**src/rtl/ctl_seq_pkg.sv**
```systemverilog
package ctl_seq_pkg;
  localparam int CW_W   = 16;
  localparam int OP_W   = 4;
  localparam int STEP_W = 3;

  // Control word bit positions (downstream decodes these)
  localparam int B_HALT    = 15;
  localparam int B_MAR_LD  = 14;
  localparam int B_RAM_WR  = 13;
  localparam int B_RAM_DRV = 12;
  localparam int B_IR_DRV  = 11;
  localparam int B_IR_LD   = 10;
  localparam int B_ACC_LD  = 9;
  localparam int B_ACC_DRV = 8;
  localparam int B_SUM_DRV = 7;
  localparam int B_SUB_SEL = 6;
  localparam int B_OPB_LD  = 5;
  localparam int B_DISP_LD = 4;
  localparam int B_PC_INC  = 3;
  localparam int B_PC_DRV  = 2;
  localparam int B_PC_LD   = 1;

  typedef logic [CW_W-1:0] cw_t;

  function automatic cw_t bitw(input int pos);
    cw_t w;
    w = '0;
    w[pos] = 1'b1;
    return w;
  endfunction

  typedef enum logic [OP_W-1:0] {
    OP_IDLE  = 4'b0000,
    OP_LDM   = 4'b0001,
    OP_ADDM  = 4'b0010,
    OP_SUBM  = 4'b0011,
    OP_STM   = 4'b0100,
    OP_LDIMM = 4'b0101,
    OP_GOTO  = 4'b0110,
    OP_SHOW  = 4'b1110,
    OP_STOP  = 4'b1111
  } op_e;

  localparam cw_t HALT_WORD = cw_t'(1) << B_HALT;
endpackage

```
**src/rtl/ctl_rst_sync.sv**
```systemverilog
module ctl_rst_sync #(
  parameter int STAGES = 2
) (
  input  logic clk,
  input  logic rst_n,
  output logic run_ok
);
  generate
    if (STAGES <= 1) begin : g_single
      logic q;
      always_ff @(posedge clk or negedge rst_n) begin
        if (!rst_n) q <= 1'b0;
        else        q <= 1'b1;
      end
      assign run_ok = q;
    end else begin : g_chain
      logic [STAGES-1:0] q;
      always_ff @(posedge clk or negedge rst_n) begin
        if (!rst_n) q <= '0;
        else        q <= {q[STAGES-2:0], 1'b1};
      end
      assign run_ok = q[STAGES-1];
    end
  endgenerate
endmodule

```
**src/rtl/ctl_step_counter.sv**
```systemverilog
module ctl_step_counter #(
  parameter int STEP_W = 3
) (
  input  logic              clk,
  input  logic              run_ok,
  input  logic              halt_req,
  output logic [STEP_W-1:0] step,
  output logic              halted
);
  logic [STEP_W-1:0] step_q, step_d;
  logic              halted_q, halted_d;
  logic              adv_en;

  assign adv_en = !halt_req && !halted_q;

  always_comb begin
    step_d   = step_q;
    halted_d = halted_q;
    if (adv_en) step_d = step_q + STEP_W'(1);
    if (halt_req) halted_d = 1'b1;
  end

  always_ff @(posedge clk or negedge run_ok) begin
    if (!run_ok) begin
      step_q   <= '0;
      halted_q <= 1'b0;
    end else begin
      step_q   <= step_d;
      halted_q <= halted_d;
    end
  end

  assign step   = step_q;
  assign halted = halted_q;
endmodule

```
**src/rtl/ctl_ucode_rom.sv**
```systemverilog
module ctl_ucode_rom
  import ctl_seq_pkg::*;
#(
  parameter int OP_W   = 4,
  parameter int STEP_W = 3
) (
  input  logic [OP_W-1:0]   opcode,
  input  logic [STEP_W-1:0] step,
  output cw_t               word
);
  localparam cw_t FETCH_A = bitw(B_PC_DRV) | bitw(B_MAR_LD);
  localparam cw_t FETCH_B = bitw(B_RAM_DRV) | bitw(B_IR_LD) | bitw(B_PC_INC);
  localparam cw_t ADDR_LD = bitw(B_IR_DRV) | bitw(B_MAR_LD);

  cw_t exec_w;

  always_comb begin
    exec_w = '0;
    unique case (opcode)
      OP_LDM: begin
        if (step == 3'd2) exec_w = ADDR_LD;
        if (step == 3'd3) exec_w = bitw(B_RAM_DRV) | bitw(B_ACC_LD);
      end
      OP_ADDM, OP_SUBM: begin
        if (step == 3'd2) exec_w = ADDR_LD;
        if (step == 3'd3) exec_w = bitw(B_RAM_DRV) | bitw(B_OPB_LD);
        if (step == 3'd4) begin
          exec_w = bitw(B_SUM_DRV) | bitw(B_ACC_LD);
          if (opcode == OP_SUBM) exec_w = exec_w | bitw(B_SUB_SEL);
        end
      end
      OP_STM: begin
        if (step == 3'd2) exec_w = ADDR_LD;
        if (step == 3'd3) exec_w = bitw(B_ACC_DRV) | bitw(B_RAM_WR);
      end
      OP_LDIMM: if (step == 3'd2) exec_w = bitw(B_IR_DRV) | bitw(B_ACC_LD);
      OP_GOTO:  if (step == 3'd2) exec_w = bitw(B_IR_DRV) | bitw(B_PC_LD);
      OP_SHOW:  if (step == 3'd2) exec_w = bitw(B_ACC_DRV) | bitw(B_DISP_LD);
      OP_STOP:  if (step == 3'd2) exec_w = HALT_WORD;
      default:  exec_w = '0;
    endcase
  end

  always_comb begin
    if (step == '0)               word = FETCH_A;
    else if (step == STEP_W'(1))  word = FETCH_B;
    else                          word = exec_w;
  end
endmodule

```
**src/rtl/ctl_sequencer.sv**
```systemverilog
module ctl_sequencer
  import ctl_seq_pkg::*;
#(
  parameter int OPW   = 4,
  parameter int STEPW = 3,
  parameter int SYNC  = 2
) (
  input  logic             clk,
  input  logic             rst_n,
  input  logic [OPW-1:0]   opcode,
  output logic [15:0]      ctrl_word,
  output logic [STEPW-1:0] step,
  output logic             halt
);
  logic run_ok;
  logic halted;
  cw_t  rom_word;

  ctl_rst_sync #(.STAGES(SYNC)) u_sync (
    .clk(clk), .rst_n(rst_n), .run_ok(run_ok)
  );

  ctl_ucode_rom #(.OP_W(OPW), .STEP_W(STEPW)) u_rom (
    .opcode(opcode), .step(step), .word(rom_word)
  );

  ctl_step_counter #(.STEP_W(STEPW)) u_cnt (
    .clk(clk), .run_ok(run_ok), .halt_req(rom_word[B_HALT]),
    .step(step), .halted(halted)
  );

  assign ctrl_word = halted ? HALT_WORD : rom_word;
  assign halt      = ctrl_word[B_HALT];
endmodule

```
**config.mk**
```make
export PLATFORM = sky130hd
export DESIGN_NAME = ctl_sequencer
export DESIGN_NICKNAME = d
export VERILOG_FILES = /design/src/rtl/ctl_seq_pkg.sv /design/src/rtl/ctl_rst_sync.sv /design/src/rtl/ctl_step_counter.sv /design/src/rtl/ctl_ucode_rom.sv /design/src/rtl/ctl_sequencer.sv
export SDC_FILE = /design/constraint.sdc
export NUM_CORES = 1
export LEC_CHECK = 0
export ABC_CLOCK_PERIOD_IN_PS = 4300
export BUFFER_PORTS_ARGS = -buffer_cell sky130_fd_sc_hd__clkbuf_2
export CAP_MARGIN = 20
export CORE_UTILIZATION = 45
export CTS_BUF_LIST = sky130_fd_sc_hd__clkbuf_8
export CTS_CLUSTER_SIZE = 12
export DETAILED_ROUTE_END_ITERATION = 8
export GPL_TIMING_DRIVEN = 0
export PLACE_DENSITY_LB_ADDON = 0.15
export SLEW_MARGIN = 20
export SYNTH_ARGS = -nofsm -noshare
export SYNTH_HDL_FRONTEND = slang
export SYNTH_HIERARCHICAL = 1
export SYNTH_SLANG_ARGS = --single-unit
```
**constraint.sdc**
```tcl
create_clock -name clk -period 4.3 [get_ports clk]
set_input_delay 0.86 -clock clk [delete_from_list [all_inputs] [get_ports clk]]
set_output_delay 0.86 -clock clk [all_outputs]
set_load 0.02 [all_outputs]
```
==> results of run 1 <==
[cell type report]
class | instances | area share, %
Sequential cell | 6 | 19.74
Buffer | 9 | 8.059
Tap cell | 14 | 2.303
Timing Repair Buffer | 21 | 13.82
Clock buffer | 3 | 5.428
Inverter | 1 | 0.4934
Multi-Input combinational cell | 57 | 50.16
[where the power goes]
group,total [mW],switching (mW),internal (mW)
Sequential,0.117,0.0386,0.0784
Combinational,0.298,0.165,0.133
Clock,0.0811,0.0213,0.0599
[worst register-to-register path, cell delays in order (launching register included)]
cell and delay [ns]:
dfrtp_1 0.53, nand2_1 0.14, nor4_1 0.59, nor2_2 0.14, mux2_4 0.33
[state kept, by name (all words and copies together) (netlist names)]
| signal | flops |
|---|---|
| u_cnt/step | 3 |
| u_cnt/halted | 1 |
| u_sync/g_chain.q | 2 |
[worst min path at each step]
stage | slack, ns | startpoint | depth (start not counted) | to
2_1_floorplan | 0.04 | u_sync/g_chain.q[1] | 0 | u_cnt/halted
3_3_place_gp | 0.06 | u_sync/g_chain.q[1] | 0 | u_cnt/step[0]
3_5_place_dp | 0.06 | u_sync/g_chain.q[1] | 0 | u_cnt/step[0]
4_1_cts | 0.06 | u_sync/g_chain.q[1] | 0 | u_cnt/step[2]
5_1_grt | 0.07 | u_sync/g_chain.q[1] | 0 | u_cnt/step[2]
6_report | 0.05 | u_sync/g_chain.q[1] | 0 | u_cnt/step[2]
[metal layers]
layer  vias to the layer above  GRT usage [%]
met4                         0          5.172
li1                        290              -
met3                         0          5.233
met5                         -              0
met1                       259          26.52
met2                        19          30.93
[synthesized netlist by cell type (all sizes together)]
| master | count | area, µm² |
|---|---|---|
| nor2b | 13 | 81.33 |
| buf | 7 | 51.30 |
| dfrtp | 6 | 150.1 |
| and2b | 4 | 30.03 |
| nor4b | 4 | 35.03 |
| nand2 | 3 | 11.26 |
| nor2 | 3 | 13.77 |
| nor3 | 3 | 15.01 |
| nor4 | 3 | 18.77 |
| a21oi | 2 | 10.01 |
| and2 | 2 | 13.77 |
| clkbuf | 2 | 10.01 |
| conb | 2 | 7.510 |
| nand2b | 2 | 12.51 |
| nor3b | 2 | 20.02 |
| o21ai | 2 | 10.01 |
| or2 | 2 | 12.51 |
| xor2 | 2 | 17.52 |
| a31o | 1 | 8.760 |
| a31oi | 1 | 6.260 |
| ha | 1 | 12.51 |
| inv | 1 | 3.750 |
| mux2 | 1 | 15.01 |
| nand3 | 1 | 5.000 |
| or3 | 1 | 7.510 |
| or3b | 1 | 8.760 |
| xnor2 | 1 | 8.760 |
[placed cells by master, fill, tap and decap left out, types with 2 or more instances in the layout]
cell type / instances
nor2_1: 2
and2b_1: 4
nor2b_1: 13
nand2b_1: 2
buf_4: 4
a21oi_1: 2
conb_1: 2
or2_1: 2
buf_2: 2
clkbuf_8: 3
xor2_1: 2
nand2_1: 3
nor3_1: 3
o21ai_0: 2
clkbuf_2: 23
dfrtp_1: 6
nor4b_1: 4
nor4_1: 3
[cell families (layout without fill, tap and decap cells)]
kind of cell / after synthesis / after routing / synth area share (%)
AND/OR/NAND/NOR: 44 / 44 / 47.80
buffers and inverters: 10 / 34 / 10.90
AO/OA/AOI/OAI: 6 / 6 / 5.871
flip-flops: 6 / 6 / 25.16
XOR/XNOR: 3 / 3 / 4.403
other: 2 / 2 / 1.258
adder cells (fa/ha/maj): 1 / 1 / 2.096
multiplexers: 1 / 1 / 2.515
==> out/qor.csv, run 1 <==
stage,metric,value,unit
cells_and_area,design area,760.7,µm²
setup_path,"slowest stage delay, CP",0.59,ns
placed_design,final RePlAce weighted congestion,0.8470,
setup_path,worst r2r src,u_cnt/step[1],
setup_path,worst-path maximum fanout,9,
sta,Fin. Hold Viols,0,
floorplan,initial core utilization,50.96,%
setup_path,RR Endpoint,u_cnt/step[1],
sta,worst slew pin tran,0.6721,ns
route,Final ANT Viol Nets,0,
placed_design,DP Worst Slack,1.297,ns
sta,Max Clk Rate,328.2,MHz
setup_path,"Top cell by count, worst path",clkbuf_2,
placed_design,Placed Cells,108,
synth,syn_area_per_cell,8.176,µm²
route,Total Routed Length,1201,µm
setup_path,Crit path required time,3.44,ns
clocking,CTS HTree Levels,1,
sta,setup ws final,1.253,ns
sta,RSZ-0062 raised after global routing,false,
clocking,Num CTS Buffers,3,
setup_path,CP cell instances,clkbuf_2 > nand2_1 > nor4_1 > or2_1 > buf_4 > clkbuf_2,
clocking,CTS tree,built,
route,Avg Vias per Cell,5.117,
cells_and_area,fin util,64.96,%
placed_design,I/O Buffers,21,
sta,fraction of the cycle the final worst path needs,70.86,%
cells_and_area,Final Non-Filler Cells,111,
placed_design,dpl hpwl,883.6,µm
power,PD cells,652.5,mW/mm²
status,outcome,completed,
synth,Mapped Nets,80,
route,M1 wire length,583,µm
power,Peak VDD IR,0.0005877,V
setup_path,critical path endpoint category,primary output,
cells_and_area,P&R area growth vs syn,27.46,%
clocking,Max Root-Sink Buffers,2,
power,total power draw,0.4964,mW
global_route,GR Util All Layers,19.68,%
setup_path,cell family with most CP delay,simple AND/OR/NAND/NOR gates,
setup_path,CP arrival,2.19,ns
sta,Tmin final,3.047,ns
global_route,largest net degree at the start of global routing,12,
synth,#FFs+latches synth,6,
clocking,cts hold-fix bufs,0,
setup_path,Register-to-Register Path Depth,4,
placed_design,placed cell areas,719.4,µm²
floorplan,Core Rows,12,
setup_path,Startpoint Class,input pin,
cells_and_area,fin nets,106,
power,Leak Pwr,0.3878,nW
global_route,vias in the first global route,446,
setup_path,CP Class,input pin to primary output,
min_path,Hold Path Class,flip-flop to async pin,
setup_path,Setup crit end,ctrl_word[15],
route,initial drt markers,9,
floorplan,Chip Width,38.42,µm
clocking,Post-CTS Setup Inserts,0,
global_route,initial antenna violation count,0,
route,Avg WL per Cell,10.82,µm
synth,post-synthesis sequential area ratio,25.16,%
sta,Fin Setup TNS,0,ns
route,Top Layer Used,met3,
clocking,CTS Sinks,6,
floorplan,I/O Pins,26,
clocking,CTS root buf,clkbuf_8,
sta,max_slew headroom,54.78,%
clocking,Worst-Skew Late Latency,0.22,ns
cells_and_area,area of the multi-input gates,381.6,µm²
synth,synth warn,6,
cells_and_area,Seq. cell area,150.1,µm²
global_route,first-pass GRT wire length,2014,µm
sta,Setup Viol. Count Final,0,
cells_and_area,FILL cells,111,
route,drt drc,0,
global_route,gr ovfl total,0,
setup_path,Worst R2R Setup Slack,2.45,ns
setup_path,CP startpoint,opcode[1],
synth,cells after synthesis,73,
synth,post-synth cell types,32,
route,TritonRoute pass-1 iters,6,
setup_path,Buf/Inv on CP,3,
clocking,CTS resizes,0,
floorplan,Die Span Y,38.42,µm
sta,Worst Hold Slack,0.05019,ns
route,vias,568,
synth,Syn Std Cell Area,596.8,µm²
setup_path,"Slowest-stage cell, CP",nor4_1,
clocking,"Reg clk slew, reported paths",0.04,ns
sta,skew final,0.003179,ns
cells_and_area,share of cells above drive strength 1,40.21,%
floorplan,die area,0.001476,mm²
setup_path,critical path depth,6,
job,Max-cap violations,0,
sta,Slew Limit Fails,0,
floorplan,core footprint,0.001171,mm²
route,DR WL met3,57,µm
cells_and_area,ANT cells,0,
route,WL met2,560,µm
No activity file was read; power rests on OpenSTA's default activity.
==> inputs of run 2 (changes only) <==
--- a/config.mk
+++ b/config.mk
@@ -5,10 +5,11 @@
 export SDC_FILE = /design/constraint.sdc
 export NUM_CORES = 1
 export LEC_CHECK = 0
-export ABC_CLOCK_PERIOD_IN_PS = 4300
+export ABC_AREA = 1
+export ABC_CLOCK_PERIOD_IN_PS = 2600
 export BUFFER_PORTS_ARGS = -buffer_cell sky130_fd_sc_hd__clkbuf_2
 export CAP_MARGIN = 20
-export CORE_UTILIZATION = 45
+export CORE_UTILIZATION = 44
 export CTS_BUF_LIST = sky130_fd_sc_hd__clkbuf_8
 export CTS_CLUSTER_SIZE = 12
 export DETAILED_ROUTE_END_ITERATION = 8
==> constraint.sdc (replaced) <==
create_clock -name clk -period 2.6 [get_ports clk]
set_input_delay 0.52 -clock clk [delete_from_list [all_inputs] [get_ports clk]]
set_output_delay 0.52 -clock clk [all_outputs]
set_load 0.02 [all_outputs]
==> run 2 against run 1 <==
Effect of this change: global-route usage is 0.57 points lower; critical path type is now flip-flop to primary output; routed wire length is 14% higher; worst hold slack better by 0.0037 ns; worst setup slack worse by 0.90 ns; clock power is 68% higher; largest power group unchanged.
==> out/qor.csv, run 2 <==
stage,metric,value,unit,change
status,outcome,completed,,
synth,post-synthesis sequential area ratio,22.68,%,-2.5 points
route,Avg Vias per Cell,4.471,,-13%
synth,cells after synthesis,111,,+52%
route,drt drc,0,,unchanged
cells_and_area,"most common cell after layout, fill and taps aside",inv_1,,
clocking,CTS root buf,clkbuf_8,,
placed_design,dpl hpwl,1180,µm,+34%
synth,main combinational cell family by area after synthesis,simple AND/OR/NAND/NOR gates,,
setup_path,Buf/Inv on CP,4,,+1
route,initial drt markers,9,,unchanged
placed_design,final RePlAce weighted congestion,0.6984,,-18%
route,Total Routed Length,1364,µm,+14%
setup_path,CP Class,flip-flop to primary output,,
global_route,initial antenna violation count,0,,unchanged
floorplan,initial core utilization,49.03,%,-1.9 points
cells_and_area,Seq. cell area,150.1,µm²,unchanged
cells_and_area,fin nets,147,,+39%
sta,Max Clk Rate,445.8,MHz,
floorplan,die area,0.001663,mm²,+13%
synth,fraction of registers with async set/reset,100.0,%,unchanged
clocking,Worst-Skew Late Latency,0.22,ns,about the same
global_route,GR Util All Layers,19.12,%,-0.57 points
cells_and_area,"commonest non-fill, non-tap cells in the layout","inv_1, clkbuf_2, nor2_1",,
route,TritonRoute pass-1 iters,4,,-2
clocking,cts hold-fix bufs,0,,unchanged
sta,RSZ-0062 raised after global routing,false,,
clocking,Post-CTS Setup Inserts,0,,unchanged
power,Leak Pwr,0.4892,nW,+26%
setup_path,Startpoint Class,flip-flop,,
synth,Mapped Nets,118,,+48%
setup_path,Crit path required time,2.08,ns,-1.36 ns
clocking,CTS resizes,0,,unchanged
placed_design,DP Worst Slack,0.4653,ns,-0.8315 ns
sta,Fin Setup TNS,0,ns,unchanged
synth,dominant cell type by area after synthesis,dfrtp_1,,
placed_design,Placed Cells,150,,+39%
setup_path,"Top cell by count, worst path",inv_1,,
clocking,CTS HTree Levels,1,,unchanged
sta,Setup Viol. Count Final,0,,unchanged
floorplan,Die Span Y,40.79,µm,+6.2%
cells_and_area,max reg flops,3,,unchanged
route,vias,684,,+20%
sta,fraction of the cycle the final worst path needs,86.27,%,
setup_path,cell family with most CP delay,flip-flops,,
synth,Post-synth EDFFs,0,,unchanged
cells_and_area,area of the multi-input gates,346.6,µm²,-9.2%
synth,post-synth cell types,22,,-31%
sta,Fin. Hold Viols,0,,unchanged
floorplan,Core Rows,13,,+1
route,Final ANT Viol Nets,0,,unchanged
cells_and_area,share of cells above drive strength 1,38.41,%,-1.8 points
cells_and_area,FILL cells,149,,+34%
clocking,Num CTS Buffers,3,,unchanged
cells_and_area,fin util,62.37,%,-2.6 points
setup_path,critical path endpoint category,primary output,,
sta,skew final,0.003858,ns,+0.0006788 ns
min_path,Hold Path Class,flip-flop to async pin,,
global_route,gr ovfl total,0,,unchanged
power,Peak VDD IR,0.0007769,V,+32%
cells_and_area,Final Non-Filler Cells,153,,+38%
clocking,Max Root-Sink Buffers,2,,unchanged
synth,Synth Area in Compound Gates,7.183,%,+1.3 points
synth,xor and xnor area share after synthesis,0,%,-4.4 points
synth,post-synthesis mux area share,0,%,-2.5 points
setup_path,worst-path maximum fanout,6,,-3
sta,Tmin final,2.243,ns,
synth,most frequent cell after synthesis,inv_1,,
floorplan,Chip Width,40.79,µm,+6.2%
global_route,first-pass GRT wire length,2125,µm,+5.5%
cells_and_area,P&R area growth vs syn,27.22,%,
synth,syn_area_per_cell,5.963,µm²,-27%
placed_design,I/O Buffers,24,,+14%
synth,Syn Std Cell Area,661.9,µm²,+11%
clocking,CTS Sinks,6,,unchanged
power,PD cells,1031,mW/mm²,+58%
synth,synth top area cells,"dfrtp_1, inv_1, nor2_1",,
clocking,"Reg clk slew, reported paths",0.04,ns,about the same
global_route,largest net degree at the start of global routing,11,,-1
cells_and_area,ANT cells,0,,unchanged
synth,synth warn,6,,unchanged
synth,post-synthesis simple-gate area fraction,42.16,%,-5.6 points
sta,Slew Limit Fails,0,,unchanged
setup_path,"Slowest-stage cell, CP",dfrtp_1,,
synth,"Top FF cell, synth",dfrtp_1,,
route,Avg WL per Cell,8.915,µm,-18%
job,Max-cap violations,0,,unchanged
synth,Synth Area in Adders,1.890,%,-0.21 points
sta,setup ws final,0.3571,ns,-0.8960 ns
setup_path,CP cell instances,inv_1 > nand3_1 > o21bai_1 > nor2_2 > inv_1 > nand2_1 > buf_4 > clkbuf_2,,
synth,Synth top cells by count,"inv_1, nor2_1, nand2_1",,
synth,#FFs+latches synth,6,,unchanged
setup_path,"slowest stage delay, CP",0.43,ns,-0.16 ns
global_route,vias in the first global route,543,,+22%
floorplan,I/O Pins,26,,unchanged
setup_path,CP arrival,1.72,ns,-0.47 ns
clocking,CTS tree,built,,
floorplan,core footprint,0.001350,mm²,+15%
synth,top cell type's share of synthesized area,22.68,%,-2.5 points
[run 2: cell types whose count changed after synthesis, sizes merged, moves of 3 or more]
cell / previous run / this run
inv: 1 / 31
nor2: 3 / 30
nand2: 3 / 21
nor2b: 13 / 0
nand3: 1 / 6
and2b: 4 / 0
nor4b: 4 / 0
nor4: 3 / 0
[run 2: where the power goes]
group	switching (mW)	internal, mW	total [mW]
Clock	0.0366	0.0991	0.136
Sequential	0.0518	0.129	0.180
Combinational	0.350	0.202	0.552
Total	0.439	0.429	0.868
[run 2: cell families (layout without fill, tap and decap cells)]
family | after synthesis | after routing
adder cells (fa/ha/maj) | 1 | 1
AO/OA/AOI/OAI | 6 | 6
other | 2 | 2
flip-flops | 6 | 6
AND/OR/NAND/NOR | 60 | 60
buffers and inverters | 36 | 63
[run 2: cell type report]
class / count / area share, %
Timing Repair Buffer: 24 / 14.26
Inverter: 31 / 13.82
Multi-Input combinational cell: 69 / 41.16
Sequential cell: 6 / 17.83
Tap cell: 15 / 2.229
Clock buffer: 3 / 4.903
Buffer: 5 / 5.795
[run 2: stage by stage]
stage	hold WS [ns]	instance area, µm²	power [mW]
after global placement	0.05686	800.8	0.7136
final	0.05390	842.1	0.8678
after global routing	0.07989	842.1	0.9478
after detailed placement	0.05994	800.8	0.7349
after CTS	0.05965	842.1	0.8769
after floorplan	0.04029	661.9	0.5901
[run 2: per-layer routing]
metal | GRT usage (%) | part of all wire (%)
met1 | 22.67 | 46
met2 | 32.81 | 49
met3 | 2.174 | 3.4
met4 | 10.83 | 1.5
met5 | 0 | 0
[run 2: final timing paths]
| kind | from | end | slack [ns] | cells past startpoint |
|---|---|---|---|---|
| setup / recovery | u_cnt/step[0] | ctrl_word[15] | 0.36 | 8 |
| hold / removal | u_sync/g_chain.q[1] | u_cnt/step[1] | 0.05 | 0 |
| setup reg to reg | u_cnt/step[0] | u_cnt/step[2] | 1.09 | 8 |
| hold reg to reg | u_sync/g_chain.q[1] | u_cnt/step[1] | 0.05 | 0 |
| max in group asynchronous | u_sync/g_chain.q[1] | u_cnt/halted | 2.38 | 0 |
| min in group clk | u_sync/g_chain.q[0] | u_sync/g_chain.q[1] | 0.35 | 0 |
